--- src/rtl/spi_regif_pkg.sv ---
package spi_regif_pkg;
  localparam int CMD_AW = 5;
  localparam logic [1:0] SUBADDR_OK = 2'b01;

  typedef enum logic {PH_CMD, PH_DATA} phase_e;

  typedef struct packed {
    logic                  rd;
    logic [1:0]            sub;
    logic [CMD_AW-1:0]     addr;
  } cmd_t;
endpackage

--- src/rtl/spi_regif_sync.sv ---
module spi_regif_sync #(
  parameter int W = 3,
  parameter int STAGES = 2,
  parameter logic [W-1:0] RST_VAL = '0
) (
  input  logic         clk,
  input  logic         rst,
  input  logic [W-1:0] d,
  output logic [W-1:0] q
);
  logic [W-1:0] stg [STAGES];

  for (genvar i = 0; i < STAGES; i++) begin : g_stage
    if (i == 0) begin : g_first
      always_ff @(posedge clk) begin
        if (rst) stg[i] <= RST_VAL;
        else     stg[i] <= d;
      end
    end else begin : g_next
      always_ff @(posedge clk) begin
        if (rst) stg[i] <= RST_VAL;
        else     stg[i] <= stg[i-1];
      end
    end
  end

  assign q = stg[STAGES-1];
endmodule

--- src/rtl/spi_regif_bank.sv ---
module spi_regif_bank #(
  parameter int LAST_REG = 27,
  parameter int AW = 5
) (
  input  logic          clk,
  input  logic          rst,
  input  logic          spi_we,
  input  logic [AW-1:0] spi_waddr,
  input  logic [7:0]    spi_wdata,
  input  logic [AW-1:0] spi_raddr,
  output logic [7:0]    spi_rdata,
  input  logic          core_we,
  input  logic [AW-1:0] core_waddr,
  input  logic [7:0]    core_wdata,
  input  logic [AW-1:0] core_raddr,
  output logic [7:0]    core_rdata
);
  localparam int DEPTH = LAST_REG + 1;
  localparam logic [AW-1:0] LAST_A = AW'(LAST_REG);

  logic [7:0] mem [DEPTH];

  // link writes take priority over core writes in the same cycle
  always_ff @(posedge clk) begin
    if (rst) begin
      for (int i = 0; i < DEPTH; i++) mem[i] <= '0;
    end else if (spi_we && spi_waddr <= LAST_A) begin
      mem[spi_waddr] <= spi_wdata;
    end else if (core_we && core_waddr <= LAST_A) begin
      mem[core_waddr] <= core_wdata;
    end
  end

  always_comb begin
    spi_rdata = '0;
    if (spi_raddr <= LAST_A) spi_rdata = mem[spi_raddr];
  end

  always_ff @(posedge clk) begin
    if (rst)                      core_rdata <= '0;
    else if (core_raddr <= LAST_A) core_rdata <= mem[core_raddr];
    else                          core_rdata <= '0;
  end
endmodule

--- src/rtl/spi_regif_ctrl.sv ---
module spi_regif_ctrl
  import spi_regif_pkg::*;
#(
  parameter int LAST_REG = 27
) (
  input  logic              clk,
  input  logic              rst,
  input  logic              cs_n_s,
  input  logic              sck_s,
  input  logic              mosi_s,
  output logic              we,
  output logic [CMD_AW-1:0] waddr,
  output logic [7:0]        wdata,
  output logic [CMD_AW-1:0] raddr,
  input  logic [7:0]        rdata,
  output logic              miso,
  output logic              miso_oe,
  output logic              sck_fall,
  output logic              cmd_phase
);
  localparam logic [CMD_AW-1:0] LAST_A = CMD_AW'(LAST_REG);

  logic       sck_q;
  logic       sck_rise;
  logic [2:0] bit_cnt;
  logic [7:0] shift_in;
  logic [7:0] byte_in;
  logic [7:0] tx_sh;
  phase_e     phase;
  logic       is_rd;
  logic       cmd_ok;
  logic       load_pend;
  logic [CMD_AW-1:0] ptr;
  cmd_t       cmd;

  function automatic logic [CMD_AW-1:0] nxt(input logic [CMD_AW-1:0] a);
    return (a == LAST_A) ? '0 : a + 1'b1;
  endfunction

  assign sck_rise  = sck_s & ~sck_q;
  assign sck_fall  = ~sck_s & sck_q;
  assign byte_in   = {shift_in[6:0], mosi_s};
  assign cmd       = cmd_t'(byte_in);
  assign raddr     = ptr;
  assign miso      = tx_sh[7];
  assign cmd_phase = (phase == PH_CMD);

  always_ff @(posedge clk) begin
    if (rst) sck_q <= 1'b0;
    else     sck_q <= sck_s;
  end

  always_ff @(posedge clk) begin
    if (rst || cs_n_s) begin
      bit_cnt   <= '0;
      shift_in  <= '0;
      phase     <= PH_CMD;
      is_rd     <= 1'b0;
      cmd_ok    <= 1'b0;
      load_pend <= 1'b0;
      ptr       <= '0;
      tx_sh     <= '0;
      miso_oe   <= 1'b0;
      we        <= 1'b0;
      waddr     <= '0;
      wdata     <= '0;
    end else begin
      we <= 1'b0;
      if (sck_rise) begin
        shift_in <= byte_in;
        bit_cnt  <= bit_cnt + 1'b1;
        if (bit_cnt == 3'd7) begin
          if (phase == PH_CMD) begin
            phase     <= PH_DATA;
            is_rd     <= cmd.rd;
            cmd_ok    <= (cmd.sub == SUBADDR_OK);
            ptr       <= (cmd.addr > LAST_A) ? '0 : cmd.addr;
            load_pend <= cmd.rd && (cmd.sub == SUBADDR_OK);
          end else if (is_rd) begin
            load_pend <= cmd_ok;
          end else if (cmd_ok) begin
            we    <= 1'b1;
            waddr <= ptr;
            wdata <= byte_in;
            ptr   <= nxt(ptr);
          end
        end
      end
      if (sck_fall) begin
        if (load_pend) begin
          tx_sh     <= rdata;
          ptr       <= nxt(ptr);
          load_pend <= 1'b0;
          miso_oe   <= 1'b1;
        end else begin
          tx_sh <= {tx_sh[6:0], 1'b0};
        end
      end
    end
  end
endmodule

--- src/rtl/spi_regif.sv ---
module spi_regif
  import spi_regif_pkg::*;
#(
  parameter int LAST_REG = 27,
  parameter int SYNC_STAGES = 2
) (
  input  logic              clk,
  input  logic              rst,
  input  logic              spi_cs_n,
  input  logic              spi_sck,
  input  logic              spi_mosi,
  output logic              spi_miso,
  output logic              spi_miso_oe,
  input  logic              core_we,
  input  logic [CMD_AW-1:0] core_waddr,
  input  logic [7:0]        core_wdata,
  input  logic [CMD_AW-1:0] core_raddr,
  output logic [7:0]        core_rdata
);
  logic              cs_n_s, sck_s, mosi_s;
  logic              spi_we;
  logic [CMD_AW-1:0] spi_waddr, spi_raddr;
  logic [7:0]        spi_wdata, spi_rdata;
  logic              sck_fall, cmd_phase;

  spi_regif_sync #(.W(3), .STAGES(SYNC_STAGES), .RST_VAL(3'b100)) u_sync (
    .clk (clk),
    .rst (rst),
    .d   ({spi_cs_n, spi_sck, spi_mosi}),
    .q   ({cs_n_s, sck_s, mosi_s})
  );

  spi_regif_ctrl #(.LAST_REG(LAST_REG)) u_ctrl (
    .clk       (clk),
    .rst       (rst),
    .cs_n_s    (cs_n_s),
    .sck_s     (sck_s),
    .mosi_s    (mosi_s),
    .we        (spi_we),
    .waddr     (spi_waddr),
    .wdata     (spi_wdata),
    .raddr     (spi_raddr),
    .rdata     (spi_rdata),
    .miso      (spi_miso),
    .miso_oe   (spi_miso_oe),
    .sck_fall  (sck_fall),
    .cmd_phase (cmd_phase)
  );

  spi_regif_bank #(.LAST_REG(LAST_REG), .AW(CMD_AW)) u_bank (
    .clk        (clk),
    .rst        (rst),
    .spi_we     (spi_we),
    .spi_waddr  (spi_waddr),
    .spi_wdata  (spi_wdata),
    .spi_raddr  (spi_raddr),
    .spi_rdata  (spi_rdata),
    .core_we    (core_we),
    .core_waddr (core_waddr),
    .core_wdata (core_wdata),
    .core_raddr (core_raddr),
    .core_rdata (core_rdata)
  );
endmodule

--- config.mk ---
export PLATFORM = sky130hd
export DESIGN_NAME = spi_regif
export DESIGN_NICKNAME = d
export VERILOG_FILES = /design/src/rtl/spi_regif_pkg.sv /design/src/rtl/spi_regif_sync.sv /design/src/rtl/spi_regif_bank.sv /design/src/rtl/spi_regif_ctrl.sv /design/src/rtl/spi_regif.sv
export SDC_FILE = /design/constraint.sdc
export NUM_CORES = 1
export LEC_CHECK = 0
export BUFFER_PORTS_ARGS = -buffer_cell sky130_fd_sc_hd__buf_2
export CAP_MARGIN = 20
export CORE_ASPECT_RATIO = 1.5
export CORE_UTILIZATION = 51
export CTS_CLUSTER_SIZE = 12
export DETAILED_ROUTE_END_ITERATION = 12
export GPL_TIMING_DRIVEN = 1
export PLACE_DENSITY = 0.67
export SLEW_MARGIN = 10
export SYNTH_ARGS = -nofsm -noshare
export SYNTH_HDL_FRONTEND = slang
export SYNTH_SLANG_ARGS = --single-unit
--- constraint.sdc ---
create_clock -name clk -period 4.5 [get_ports clk]
set_input_delay 0.225 -clock clk [delete_from_list [all_inputs] [get_ports clk]]
set_output_delay 0.225 -clock clk [all_outputs]
set_load 0.05 [all_outputs]
==> results.md, run 1 <==
Critical path:
- The type of the worst setup path is flip-flop to flip-flop.
- The worst setup path is launched from a flip-flop.
- The kind of capture point of the worst setup path is a flip-flop.
- At the worst endpoint, the required time is 4.80 ns.
- The worst register-to-register path begins at u_ctrl.waddr[2].
- The critical path starts at u_ctrl.waddr[2].
- The depth of the worst register-to-register path is 7.
- Along the worst path, the maximum fanout reaches 11.
- The worst endpoint data arrival time is ~3.6 ns.

Layout:
- The area of the multi-input gates is 6500 um^2.
- The register area is about 8000 um^2.
- Relative to the synthesized area, the layout overhead comes to 9.76%.
- Of the cells placed in the final design, the portion with a size suffix greater than 1 is 19.8%.
- The net count of the finished layout is 1237.
- The count of filler cells inserted in the layout is around 2400.
- 0 antenna diodes ended up in the layout.
- The final core area utilization is 56.9%.
- With fillers left out, the area of the finished cells amounts to between 15000 and 20000 um^2.
- For this run, the number of standard cells in the final layout without fillers is ~1600.

Placement:
- The port buffer count is 33.
- The number of placed instances, taps included, is 1563.
- The post-detailed-placement cell area is roughly 15000 um^2.
- Prior to clock tree synthesis, the placed netlist has a worst setup slack of ~1.2 ns.
- At the end of routability-driven placement, the weighted congestion stood at around 1.
- The HPWL after detailed placement is slightly above 30000 um.

STA:
- The final period utilization is around 73%.
- In this run the tightest slew margin relative to its limit is 25.9%.
- At the pin with the least slew margin, the transition time is 1.10 ns.
- The worst path in the final design needs a cycle of around 3.3 ns, including I/O delays and setup.
- The setup total negative slack is 0 ns.
- The final max-slew violation count is 0.
- Setup repair after global routing left no endpoint under its margin.
- The number of hold-slack violations in the final timing report is 0.
- The final setup violation count is 0.
- The final setup skew is about 0.035 ns.
- The worst path meets setup with ~1.2 ns of slack.
- The peak clock frequency supported by timing is between 300 and 400 MHz.

Clocking:
- The count of buffers added by post-CTS timing repair for setup is 0.
- The number of CTS-inserted buffers is 29.
- The tree is rooted in a sky130_fd_sc_hd__clkbuf_16.
- After clock tree synthesis, the clock-pin slew on the worst setup and hold paths is 0.06 ns.
- The clock tree buffer depth is 3.
- In this run the number of H-tree levels came out at 1.
- Counting every sink on the clock net gives around 290.
- The quantity of gates resized following cts is 0.
- TritonCTS built the clock tree.
- The worst-skew pair later-pin latency is 0.58 ns.
- The hold buffer count at CTS is 3.

Floorplanning:
- The effective utilization at floorplan is 51.9%.
- The vertical extent of the die is approximately 210 um.
- The number of ports placed on the die boundary is 34.
- The floorplan core area is 28800 um^2.
- The number of cell rows is 76.
- The floorplan step set the die width to 142 um.
- The floorplan step defined a die boundary enclosing ~30000 um^2.

Yosys:
- The share of flip-flops with an asynchronous set or reset is 0%.
- Counting flops with a built-in enable in the synthesized netlist gives 228.
- Sequential elements use 53.4% of the synthesized area.
- Yosys attributes the largest share of cell area to sky130_fd_sc_hd__edfxtp_1 46%, sky130_fd_sc_hd__mux4_2 12%, sky130_fd_sc_hd__mux2i_1 7.8%, sky130_fd_sc_hd__dfxtp_1 7.6%, sky130_fd_sc_hd__nor2_1 3.7%.
- The synthesized netlist occupies a cell area of between 10000 and 15000 um^2.
- The cell accounting for the most synthesized area is sky130_fd_sc_hd__edfxtp_1.
- The number of synthesis warnings is 0.
- The number of storage elements in the synthesis netlist is ~290.
- Of the post-synthesis cell area, the dominant cell type holds a little under half.
- In this run, distinct cell masters in the synthesized netlist total 69.
- The post-synthesis instance total is roughly 1200.
- The leading register cell type out of synthesis is sky130_fd_sc_hd__edfxtp_1.
- The average cell area after synthesis is approximately 12 um^2.

Min path:
- The worst hold path was traced through 2 stages.
- The start point of the worst min-delay path is rst.
- The worst hold path belongs to the class input port to flip-flop.

Global routing:
- For met3 alone, demand over resource in global routing was approximately 3.8%.
- The global-route wire length before repair is roughly 65000 um.
- Global routing used 30.0% of the available tracks.
- The most utilized layer in the global route result is met2.
- The overall overflow remaining after global route is 0.
- Global routing used a little over half of the available met2 tracks.
- The maximum number of pins on one net before global-route repair is between 40 and 50.
- The via count of the first global-routing pass is around 11000.
- The initial antenna violation count came to 0.
- The met1 layer usage reported by global route is 34.5%.

Detailed routing:
- Dividing the detail-routed wire length by the instance count gives about 27 um.
- The detailed router finished its first iteration with between 1000 and 1500 violations.
- For this run, design rule violations remaining after detail routing come to 0.
- The remaining antenna violation count is 0.
- The number of vias in the routed layout is between 10000 and 15000.
- The routed design has about 43000 um of wire.
- After detailed routing, the number of vias per cell comes to roughly 6.5.
- For this run, the detailed router's first-pass iteration total came to 6.

Power and ir drop:
- The leakage power is around 5.2 nW.
- VDD sags by at most between 0.0003 and 0.0004 V.
- The ratio of total power to cell area is around 350 nW/um^2.

Run status:
- The flow ran to the end, and the final reports show no timing, DRC or antenna violations.

Job:
- The number of violations of the max-capacitance limit is 0.
## power breakdown
part	switching, mW	leakage [nW]	internal [mW]
logic	0.299	2.00	0.167
registers	0.0514	2.82	2.92
clock network	0.990	0.420	1.29
## metal layers
layer	routed length [um]	share of wire [%]
met1	15300	35
met2	22600	52
met3	3010	6.9
met4	2590	6.0
met5	0	0
## layout make-up
class	count	area share, %
Clock buffer	47	4.96
Clock inverter	7	0.389
Inverter	11	0.252
Multi-Input combinational cell	805	39.6
Sequential cell	285	48.7
Tap cell	390	2.97
Timing Repair Buffer	78	3.08
## state kept, by name, summed over array words and instances (netlist names), 3 cells and up
register / flops
u_ctrl.shift_in: 7
u_sync.stg: 6
u_ctrl.raddr: 5
u_ctrl.waddr: 5
u_ctrl.tx_sh: 8
u_ctrl.wdata: 8
u_bank.mem: 228
u_bank.core_rdata: 8
u_ctrl.bit_cnt: 3
## worst paths after layout
path                            slack [ns]                end
worst max register to register        1.21  u_bank.mem[18][4]
worst min register to register        0.41   u_sync.stg[1][2]
worst min-delay path                  0.15   u_sync.stg[1][1]
worst max-delay path                  1.21  u_bank.mem[18][4]
## cell usage after synthesis (all sizes together) (4+ instances only)
cell / instances
edfxtp: 228
nor2: 156
mux2i: 117
nor3: 104
mux4: 78
buf: 67
nand2: 63
dfxtp: 57
a21oi: 41
clkbuf: 38
o21ai: 36
a22oi: 32
nand2b: 21
nor2b: 16
nand3: 15
inv: 10
a221o: 8
a22o: 8
nor3b: 8
o22ai: 8
a211oi: 7
a311o: 7
and2: 7
o211ai: 7
a21o: 6
a211o: 5
and3: 5
nor4: 5
nand4: 4
## metrics by stage
step	hold WS (ns)	total power [mW]
after floorplan	0.329	3.31
after global placement	0.393	3.48
after detailed placement	0.397	3.49
after CTS	0.135	5.72
after global routing	0.171	5.85
final	0.146	5.72
## cells by family after synthesis
kind of cell / synth area share [%]
compound gates: 9.37
fa+ha+maj: 0.251
simple gates: 13.4
flops: 53.4
buf+inv: 3.76
mux: 19.6
other cells: 0.0251
xor+xnor: 0.176
## worst max-delay path, stage by stage (launching register included)
cell,delay [ns]
sky130_fd_sc_hd__dfxtp_1,0.52
sky130_fd_sc_hd__nand3_4,0.19
sky130_fd_sc_hd__a21oi_1,0.86
sky130_fd_sc_hd__nand2_1,0.11
sky130_fd_sc_hd__buf_4,0.26
sky130_fd_sc_hd__a21oi_1,0.56
sky130_fd_sc_hd__o21ai_0,0.24
sky130_fd_sc_hd__buf_4,0.25
## cells in the final DEF (no fill, tap or decap), types with 4 or more instances in the layout
cell | synthesis | layout
sky130_fd_sc_hd__edfxtp_1 | 228 | 228
sky130_fd_sc_hd__a22o_1 | 8 | 8
sky130_fd_sc_hd__a211oi_1 | 5 | 5
sky130_fd_sc_hd__clkbuf_1 | 38 | 16
sky130_fd_sc_hd__inv_1 | 10 | 10
sky130_fd_sc_hd__buf_2 | 50 | 34
sky130_fd_sc_hd__and3_1 | 5 | 5
sky130_fd_sc_hd__buf_4 | 5 | 40
sky130_fd_sc_hd__dfxtp_1 | 57 | 54
sky130_fd_sc_hd__mux2i_4 | 0 | 7
sky130_fd_sc_hd__o21ai_0 | 25 | 24
sky130_fd_sc_hd__nand2b_1 | 21 | 21
sky130_fd_sc_hd__nand3_1 | 12 | 12
sky130_fd_sc_hd__nor2_1 | 148 | 148
sky130_fd_sc_hd__nor3_2 | 6 | 6
sky130_fd_sc_hd__conb_1 | 1 | 4
sky130_fd_sc_hd__a21o_1 | 6 | 6
sky130_fd_sc_hd__nor3_1 | 98 | 98
sky130_fd_sc_hd__nand2_1 | 61 | 61
sky130_fd_sc_hd__o21ai_2 | 9 | 9
sky130_fd_sc_hd__nor2_2 | 8 | 8
sky130_fd_sc_hd__mux2i_1 | 117 | 109
sky130_fd_sc_hd__a221o_1 | 8 | 8
sky130_fd_sc_hd__o22ai_1 | 6 | 6
sky130_fd_sc_hd__a311o_1 | 7 | 7
sky130_fd_sc_hd__nor2b_1 | 16 | 16
sky130_fd_sc_hd__nor4_1 | 5 | 5
sky130_fd_sc_hd__a211o_1 | 5 | 5
sky130_fd_sc_hd__a21oi_1 | 39 | 39
sky130_fd_sc_hd__and2_1 | 7 | 7
sky130_fd_sc_hd__a22oi_1 | 32 | 32
sky130_fd_sc_hd__nor3b_1 | 8 | 8
sky130_fd_sc_hd__clkbuf_16 | 0 | 29
sky130_fd_sc_hd__o211ai_1 | 7 | 7
sky130_fd_sc_hd__mux4_2 | 78 | 78
Note: power is estimated with default switching activity, not from simulation.
==> run 2, diff against run 1 <==
--- a/config.mk
+++ b/config.mk
@@ -12,7 +12,7 @@
 export CTS_CLUSTER_SIZE = 12
 export DETAILED_ROUTE_END_ITERATION = 12
 export GPL_TIMING_DRIVEN = 1
-export PLACE_DENSITY = 0.67
+export PLACE_DENSITY = 0.7
 export SLEW_MARGIN = 10
 export SYNTH_ARGS = -nofsm -noshare
 export SYNTH_HDL_FRONTEND = slang
==> constraint.sdc (replaced) <==
create_clock -name clk -period 2.7 [get_ports clk]
set_input_delay 0.135 -clock clk [delete_from_list [all_inputs] [get_ports clk]]
set_output_delay 0.135 -clock clk [all_outputs]
set_load 0.05 [all_outputs]
==> run 2 against run 1 <==
  * First-iteration DRC count decreased by 17%
  * Wire length decreased by 0.70%
  * Clock skew decreased by 0.016 ns
  * Largest cell class unchanged
==> results.md, run 2 (same netlist as run 1, synthesis figures left out) <==
Run status:
- The flow ran to the end, and the final reports show no timing, DRC or antenna violations.

Detailed routing:
- Dividing the detail-routed via count by the number of cells gives roughly 6.4.
- After detailed routing, the average wire length per cell comes to 25.8 um.
- The detail route stage leaves a number of antenna-violating nets equal to 0.
- The wire length after detailed routing is between 40000 and 50000 um.
- The wire length the detailed router placed on met1 is roughly 15000 um.
- In the routed design, unresolved DRC markers number 0.
- In this run, the number of DRC markers left after iteration 0 of detailed routing was just under 1000.
- The routed design uses around 2800 um of met3 wire.
- The highest metal layer carrying signal wires in the routed design is met4.
- The number of vias in the routed layout is roughly 11000.
- The total length of routed met2 wires is 22900 um.
- The count of TritonRoute iterations in the first routing pass is 5.

Power and ir drop:
- The post-route total power is between 9 and 10 mW.
- The analysis attributes to cell leakage a power of 5.51 nW.
- The ratio of total power to cell area is roughly 570 nW/um^2.
- The peak supply drop is 0.000546 V.

Critical path:
- The worst endpoint data arrival time is between 2 and 3 ns.
- Data on the critical path is required at its endpoint by 2.92 ns.
- The flop-to-flop setup slack is between 0.1 and 0.15 ns.
- The sort of element at the start of the critical path is a flip-flop.
- For this design, the slowest cell found on the critical path is sky130_fd_sc_hd__a2111o_1.
- Together, buffers and inverters on the worst path number 0.
- The kind of capture point of the worst setup path is a flip-flop.
- Broken down by cell family, the worst path's largest delay share belongs to compound AO/OA/AOI/OAI gates.
- Traced cell by cell, the critical path runs through nand3_4 -> a2111o_1 -> a221oi_4 -> o21ai_2 -> nand2_1.
- Of all nets on the critical path, the largest fanout is 9.
- The critical path's largest stage delay is between 0.5 and 0.6 ns.
- The type of the worst setup path is flip-flop to flip-flop.

STA:
- The final max-slew violation count is 0.
- Of the available clock period, the critical path in the final layout requires about 95%.
- On the final layout, the worst clock skew is 0.0184 ns.
- Timing would allow up to slightly below 400 MHz.
- Setup repair after global routing left no endpoint under its margin.
- The number of hold-slack violations in the final timing report is 0.
- The smallest clock period supported by the final layout is computed as roughly 2.6 ns.
- The transition time at the pin with the least slew margin is between 0.9 and 1 ns.
- The worst slew margin relative to its limit is between 30% and 40%.
- Setup violations remaining at the end of the flow were counted as 0.
- The setup total negative slack is 0 ns.

Global routing:
- Entering global routing, the biggest net connects 57 pins.
- For this run the aggregate overflow at the end of global routing stands at 0.
- In the global route stage, overall resource usage came out at 29.7%.
- The via count of the first global-routing pass is between 10000 and 15000.
- The first global-routing pass estimated around 65000 um of wire.
- The initial antenna violation count is 0.

Placement:
- The number of placed instances, taps included, is ~1600.
- During placement, the flow inserted port buffers numbering 33.
- Routability-driven placement finished with a final weighted congestion of between 0.9 and 1.
- The HPWL after detailed placement is between 30000 and 40000 um.

Clocking:
- The clock net in this run drives a total of around 290 sinks.
- For the worst-skew pair, the clock arrives at the later sink with an insertion delay of about 0.56 ns.
- The number of levels in the clock H-tree is 1.
- The clock edge transition at the registers on the reported setup and hold paths is 0.06 ns.
- TritonCTS built the clock tree.
- The number of CTS-inserted buffers is 29.
- The clock tree buffer depth is 3.
- The CTS root buffer is sky130_fd_sc_hd__clkbuf_16.

Layout:
- In the layout the commonest cells are 228 x sky130_fd_sc_hd__edfxtp_1, 148 x sky130_fd_sc_hd__nor2_1, 109 x sky130_fd_sc_hd__mux2i_1, 98 x sky130_fd_sc_hd__nor3_1, 80 x sky130_fd_sc_hd__buf_4.
- Leaving out fill and tap cells, the most frequent cell in the layout is sky130_fd_sc_hd__edfxtp_1.
- The repair_antennas step left the layout with diodes totalling 0.
- The register with the most flip-flops in the layout has ~230 of them.
- Of the cells placed in the final design, the portion with a size suffix greater than 1 is ~23%.
- The area overhead of the layout relative to synthesis is 13.0%.
- Leaving out filler cells and counting taps, the final layout contains approximately 1700.
- The layout net count is 1284.
- More flip-flops sit in one register than any other, and that register is u_bank.mem.

Job:
- The number of violations of the max-capacitance limit is 0.

Floorplanning:
- The area of the die is approximately 30000 um^2.
- The vertical extent of the die is between 200 and 250 um.
- The total area inside the core boundary comes to 28800 um^2.
- Once the floorplan was initialized, standard cells occupied between 50 and 60% of the core.
- The number of cell rows is 76.
- The floorplan step set the die width to between 100 and 150 um.
- In this run the count of I/O pins placed on the die edge is 34.

Min path:
- In this run the worst hold path is classified as input port to flip-flop.
-- run 2: path summary, 6_finish.rpt --
path                          from                end  cells after the start
setup reg to reg   u_ctrl.waddr[4]  u_bank.mem[11][5]                      5
setup / recovery   u_ctrl.waddr[4]  u_bank.mem[11][5]                      5
hold reg to reg   u_sync.stg[0][2]   u_sync.stg[1][2]                      1
hold / removal                 rst   u_sync.stg[0][1]                      3
-- run 2: metal layers --
layer | vias up | global-route usage [%]
met5 | - | 0
met4 | 0 | 15.2
met3 | 114 | 3.46
met2 | 490 | 53.7
met1 | 5385 | 34.4
li1 | 4712 | -
-- run 2: power by group --
part / total, mW / switching [mW] / internal, mW
Sequential: 4.96 / 0.0908 / 4.87
Clock: 3.83 / 1.67 / 2.15
Combinational: 0.808 / 0.501 / 0.307
-- run 2: what timing repair did --
item,4_1_cts,5_1_grt
resized for setup,0,2
endpoints found under the hold margin,3,0
endpoints found under the setup margin,0,32
buffers inserted,0,0
hold buffers,3,0
-- run 2: area by class of cell --
type | count | area (um^2)
Inverter | 11 | 41.3
Fill cell | 2289 | 11900
Tap cell | 390 | 488
Timing Repair Buffer | 125 | 991
Clock inverter | 6 | 62.6
Multi-Input combinational cell | 805 | 6510
Sequential cell | 285 | 7990
Clock buffer | 48 | 817
-- run 2: stage by stage --
stage	instance area [um^2]	util, %	worst slack [ns]	hold WS [ns]
after floorplan	15000	-	0.140	0.239
after global placement	16000	55.5	0.137	0.317
after detailed placement	16000	55.5	0.158	0.324
after CTS	16900	58.6	0.119	0.0561
after global routing	16900	58.7	0.00133	0.0889
final	16900	58.7	0.126	0.0709
-- run 2: worst min-delay path, delay by kind of cell --
family,cells,cell delay [ns]
buffers and inverters,2,0.34
AND/OR/NAND/NOR,1,0.12
